===== src/rtl/seqDetPkg.sv =====
package seqDetPkg;
  localparam int STATE_COUNT = 5;
  localparam int IDX_NONE = 0;
  localparam int IDX_ONE = 1;
  localparam int IDX_ONE_ZERO = 2;
  localparam int IDX_ONE_ZERO_ONE = 3;
  localparam int IDX_FULL = 4;
  localparam logic [STATE_COUNT-1:0] RESET_HOT = STATE_COUNT'(1) << IDX_NONE;

  typedef struct packed {
    logic [STATE_COUNT-1:0] loadHot;
  } ctrlStrobes_t;
endpackage


===== src/rtl/seqDetNext.sv =====
module seqDetNext
  import seqDetPkg::*;
(
  input  logic                   serialIn,
  input  logic [STATE_COUNT-1:0] stateHot,
  output ctrlStrobes_t           strobes
);
  logic bitOne;
  logic bitZero;

  assign bitOne = serialIn;
  assign bitZero = ~serialIn;

  always_comb begin
    strobes.loadHot[IDX_NONE] = (stateHot[IDX_NONE] & bitZero)
                              | (stateHot[IDX_ONE_ZERO] & bitZero);
    strobes.loadHot[IDX_ONE] = (stateHot[IDX_NONE] & bitOne)
                             | (stateHot[IDX_ONE] & bitOne)
                             | (stateHot[IDX_FULL] & bitOne);
    strobes.loadHot[IDX_ONE_ZERO] = (stateHot[IDX_ONE] & bitZero)
                                  | (stateHot[IDX_ONE_ZERO_ONE] & bitZero)
                                  | (stateHot[IDX_FULL] & bitZero);
    strobes.loadHot[IDX_ONE_ZERO_ONE] = stateHot[IDX_ONE_ZERO] & bitOne;
    strobes.loadHot[IDX_FULL] = stateHot[IDX_ONE_ZERO_ONE] & bitOne;
  end
endmodule


===== src/rtl/seqDetStateReg.sv =====
module seqDetStateReg
  import seqDetPkg::*;
(
  input  logic                   clk,
  input  logic                   rstN,
  input  ctrlStrobes_t           strobes,
  output logic [STATE_COUNT-1:0] stateHot
);
  for (genvar i = 0; i < STATE_COUNT; i++) begin : gBit
    always_ff @(posedge clk or negedge rstN) begin
      if (!rstN) stateHot[i] <= RESET_HOT[i];
      else       stateHot[i] <= strobes.loadHot[i];
    end
  end

  // the register must stay one-hot
  assert_one_hot_R7: assert property (@(posedge clk) disable iff (!rstN)
    $countones(stateHot) == 1);
endmodule


===== src/rtl/seqDetTop.sv =====
module seqDetTop
  import seqDetPkg::*;
(
  input  logic clk,
  input  logic rstN,
  input  logic serialIn,
  output logic matchFlag
);
  logic [STATE_COUNT-1:0] stateHot;
  ctrlStrobes_t           strobes;

  seqDetNext u_next (
    .serialIn (serialIn),
    .stateHot (stateHot),
    .strobes  (strobes)
  );

  seqDetStateReg u_state (
    .clk      (clk),
    .rstN     (rstN),
    .strobes  (strobes),
    .stateHot (stateHot)
  );

  assign matchFlag = stateHot[IDX_FULL];

  // flag low whenever reset is held
  assert_reset_low_R1: assert property (@(posedge clk) !rstN |-> !matchFlag);

  // "101" state plus a 1 completes the match
  assert_match_R2: assert property (@(posedge clk) disable iff (!rstN)
    (stateHot[IDX_ONE_ZERO_ONE] && serialIn) |=> matchFlag);

  // one-cycle pulse
  assert_single_pulse_R3: assert property (@(posedge clk) disable iff (!rstN)
    matchFlag |=> !matchFlag);

  // after a match, a 0 keeps the "10" suffix alive
  assert_overlap_R4: assert property (@(posedge clk) disable iff (!rstN)
    (matchFlag && !serialIn) |=> stateHot[IDX_ONE_ZERO]);
endmodule


===== config.mk =====
export PLATFORM = sky130hd
export DESIGN_NAME = seqDetTop
export DESIGN_NICKNAME = d
export VERILOG_FILES = /design/src/rtl/seqDetPkg.sv /design/src/rtl/seqDetNext.sv /design/src/rtl/seqDetStateReg.sv /design/src/rtl/seqDetTop.sv
export SDC_FILE = /design/constraint.sdc
export NUM_CORES = 1
export LEC_CHECK = 0
export CAP_MARGIN = 20
export CORE_AREA = 2 2 39 41
export CTS_BUF_LIST = sky130_fd_sc_hd__clkbuf_8
export DETAILED_ROUTE_END_ITERATION = 10
export DIE_AREA = 0 0 41 43
export GPL_ROUTABILITY_DRIVEN = 0
export GPL_TIMING_DRIVEN = 0
export PLACE_DENSITY = 0.39
export SYNTH_ARGS = -nofsm -noshare
export SYNTH_HDL_FRONTEND = slang
export SYNTH_SLANG_ARGS = --single-unit

===== constraint.sdc =====
create_clock -name clk -period 0.8 [get_ports clk]
set_input_delay 0.08 -clock clk [delete_from_list [all_inputs] [get_ports clk]]
set_output_delay 0.08 -clock clk [all_outputs]
set_load 0.02 [all_outputs]

# Yosys cells after proc, flatten, opt, wreduce, memory -nomap -nowiden
# Cells that the tools add are included.
# W data, S select, Z words.
dict set report totals {
  output_inout_bits 1
  regBits 5
  elab_cells 21
}
dict set report op_classes {
  bitwise_logic 16
}
# op n
set op_table {}
lappend op_table {{$and A1 B1 Y1} 10}
lappend op_table {{$or A1 B1 Y1} 5}
lappend op_table {{$not A1 Y1} 1}

# Logic depth before layout (Yosys ltp)
dict set report depth {
  word_depth 4
  ltp_mapped 2
}

# Cells and area by module
# Synthesis repeated with hierarchy kept, for this count alone.
dict set report unflattened {
  cells_unflattened 12
  hier_area_um2 163.9
}
# module cells_per_inst n_inst area_each_um2
set by_module_without_submodules {}
lappend by_module_without_submodules {seqDetStateReg 5 1 126.4}
lappend by_module_without_submodules {seqDetNext 7 1 37.5}

# Worst setup path after synthesis
# Ideal clock, no wire load.
dict set report synth_timing {
  path_type {register -> register}
  from {register u_state.stateHot[4]}
  to {register u_state.stateHot[1]}
  n_path_buf 0
  setup_slack_ns -0.013
  setup_ns 0.124
  path_stages_with_launch 2
  period_less_slack_ns 0.813
  t_arrival_ns 0.689
  cell_sequence {dfrtp_1 o31a_1}
}
# item line_no
set synth_rtl {}
lappend synth_rtl {{start, declared} seqDetStateReg.sv:7} ;# output logic [STATE_COUNT-1:0] stateHot
lappend synth_rtl {{start signal, assigned by index} seqDetStateReg.sv:11} ;# if (!rstN) stateHot[i] <= RESET_HOT[i];
lappend synth_rtl {{start signal, assigned by index} seqDetStateReg.sv:12} ;# else stateHot[i] <= strobes.loadHot[i];

# Worst setup path after layout
dict set report layout_timing {
  from {register u_state.stateHot[4]}
  to {output port matchFlag}
}
# item line_no
set layout_rtl {}
lappend layout_rtl {{end, declared} seqDetTop.sv:7} ;# output logic matchFlag
# No word-level cell between the ends.

==> metrics.md <==
| Metric | Value |
|---|---|
| Fin worst setup slack | -0.04250 ns |
| Dpl cells | 31 |
| CP Class | reg -> out |
| Crit path DAT | roughly 0.76 ns |
| Die Area | 1763 um^2 |
| Failing checks | setup timing |
| Leakage power | 0.1191 nW |
| # diodes | 0 |
| IO buf count | 3 |
| Startpoint types | flip-flop |
| Total Neg Setup Slack | -0.04250 ns |
| Final Critical Period | 0.8425 ns |
| Top delay family on crit path | flip-flops |
| Share of cells above drive strength 1 | between 30% and 40% |
| Max-slew violation count | 0 |
| Gr ovfl total | 0 |
| Fin Hold WS | 0.08989 ns |
| Worst Path Required | about 0.72 ns |
| First-pass GRT wire length | 545 um |
| Number of H-tree levels | 1 |
| Status | finished with violations |
| Vias/cell | 3.143 |
| Fin crit share | 105.3% |
| Post-synthesis instance total | 12 |
| Slew margin rel. | 84.41% |
| Fin cells | 35 |
| Worst path bufs/invs | 1 |
| Worst slew pin tran | 0.2332 ns |
| Clk pin slew, worst setup/hold paths | 0.03 ns |
| Starting Density | 11.84% |
| DR WL/cell | 8.686 um |
| Most flops, register | u_state.stateHot |
| Slowest CP cell | dfrtp_2 |
| Site Rows | 14 |
| Ports | 4 |
| Setup violators final | 1 |
| Avg Inst Size Synth | 13.66 um^2 |
| FF+latch count, synth | 5 |
| Vias in the first global route | between 100 and 150 |
| Total Wirelength | 304 um |
| DRC violations left | 0 |
| Clk sinks | 5 |
| Post-Syn Area | 163.9 um^2 |
| Sequential-to-total area share from yosys stat | 77.10% |
| Hold buffers post-CTS | 0 |
| CTS tree | yes |
| Core area | about 1400 um^2 |
| Clk_skew | around 0.00091 ns |
| Max reg flops | 5 |
| Detailed Routing Iterations Pass 1 | 2 |
| RSZ-0062 raised after global routing | true |
| Fmax | 1187 MHz |
| Longest Clk Path Bufs | 2 |
| Hold Violations, Final | 0 |
| Die Wd | 41 um |
| Tot GR Track Use | 5.662% |
| Initial antenna violation count | 0 |
| Vias | between 100 and 150 |
| TritonCTS buffer count | 3 |
| CP Max Fanout | 3 |
| Antenna violation net count after detailed routing | 0 |
| 1st-iter DRT viols | 3 |
| Die height | about 43 um |
| Synth warnings | 0 |
| Largest registers | u_state.stateHot (5) |
| Crit-path max cell delay | 0.41 ns |
| Worst skew pair latency | ~0.22 ns |
| CP Capture Type | output pin |
| Largest net degree at the start of global routing | 6 |
| Distinct cells, synth | 6 |
| Critical Path, Cell by Cell | buf_6 |
| Clock root buffer | clkbuf_8 |
| Hold crit path type | in -> async |
| PwrDens | 2941 nW/um^2 |
| Peak supply drop | 0.9970 mV |
| Post-layout nets | 23 |
| Max Cap Violations | 0 |
| Overall power | 769.1 uW |
| Layout area overhead | 59.54% |
| Synth Net Count | 15 |
==> cells in the final DEF (no fill, tap or decap), drive strengths merged <==
cell type      n
dfrtp          4
nor2           3
clkbuf         3
and2           2
clkdlybuf4s50  2
nor3           1
o31a           1
inv            1
buf            1
dfstp          1
==> stage by stage <==
| step | setup slack (ns) | cell area [um^2] | utilization, % |
|---|---|---|---|
| after floorplan | 0.006667 | 165.2 | - |
| after global placement | -0.2286 | 215.2 | 15.55 |
| after detailed placement | -0.2312 | 215.2 | 15.55 |
| after CTS | -0.05205 | 261.5 | 18.90 |
| after global routing | -0.06235 | 261.5 | 18.90 |
| final | -0.04250 | 261.5 | 18.90 |
==> per-layer routing <==
layer | share of wire, % | up-vias | GRT usage (%)
li1 | - | 52 | -
met1 | 44 | 50 | 4.934
met2 | 35 | 6 | 5.938
met3 | 18 | 2 | 8.377
met4 | 2.0 | 0 | 4.000
met5 | 0 | - | 0
==> final timing paths <==
| check | start | to | slack (ns) | cells past startpoint |
|---|---|---|---|---|
| max in group asynchronous | rstN | u_state.stateHot[0]$_DFF_PN1_ | 0.45 | 1 |
| worst min register to register | u_state.stateHot[2]$_DFF_PN0_ | u_state.stateHot[3]$_DFF_PN0_ | 0.48 | 1 |
| worst min-delay path | rstN | u_state.stateHot[1]$_DFF_PN0_ | 0.09 | 1 |
| worst max register to register | u_state.stateHot[4]$_DFF_PN0_ | u_state.stateHot[1]$_DFF_PN0_ | 0.03 | 1 |
| worst max-delay path | u_state.stateHot[4]$_DFF_PN0_ | matchFlag | -0.04 | 1 |
| min in group clk | serialIn | u_state.stateHot[0]$_DFF_PN1_ | 0.47 | 2 |
==> cell usage after synthesis, drive strengths merged <==
cell type	instances	area (um^2)
nor2	3	11.26
dfstp	1	26.28
nor3	1	5.000
o31a	1	8.760
dfrtp	4	100.1
and2	2	12.51
==> power by group <==
group          internal [mW]  switching, mW  total, mW  leakage (nW)
Sequential             0.278        0.00989      0.288        0.0637
Combinational         0.0240         0.0200     0.0440        0.0284
Clock                  0.328          0.110      0.438        0.0269
==> what timing repair did <==
action | 4_1_cts | 5_1_grt
buffers inserted | 0 | 0
resized for setup | 6 | 0
endpoints found under the setup margin | 1 | 1
==> kinds of logic after synthesis <==
group              count (synthesis)  share of synthesized area [%]
AOI/OAI and AO/OA                  1                          5.344
and+or+nand+nor                    6                          17.55
DFF                                5                          77.10
==> layout make-up <==
type / instances / area, um^2
Clock buffer: 3 / 41.29
Clock inverter: 1 / 3.754
Fill cell: 151 / 1122
Sequential cell: 5 / 127.6
Multi-Input combinational cell: 7 / 37.54
Timing Repair Buffer: 3 / 31.28
Tap cell: 16 / 20.02
(Power assumes the default switching activity.)
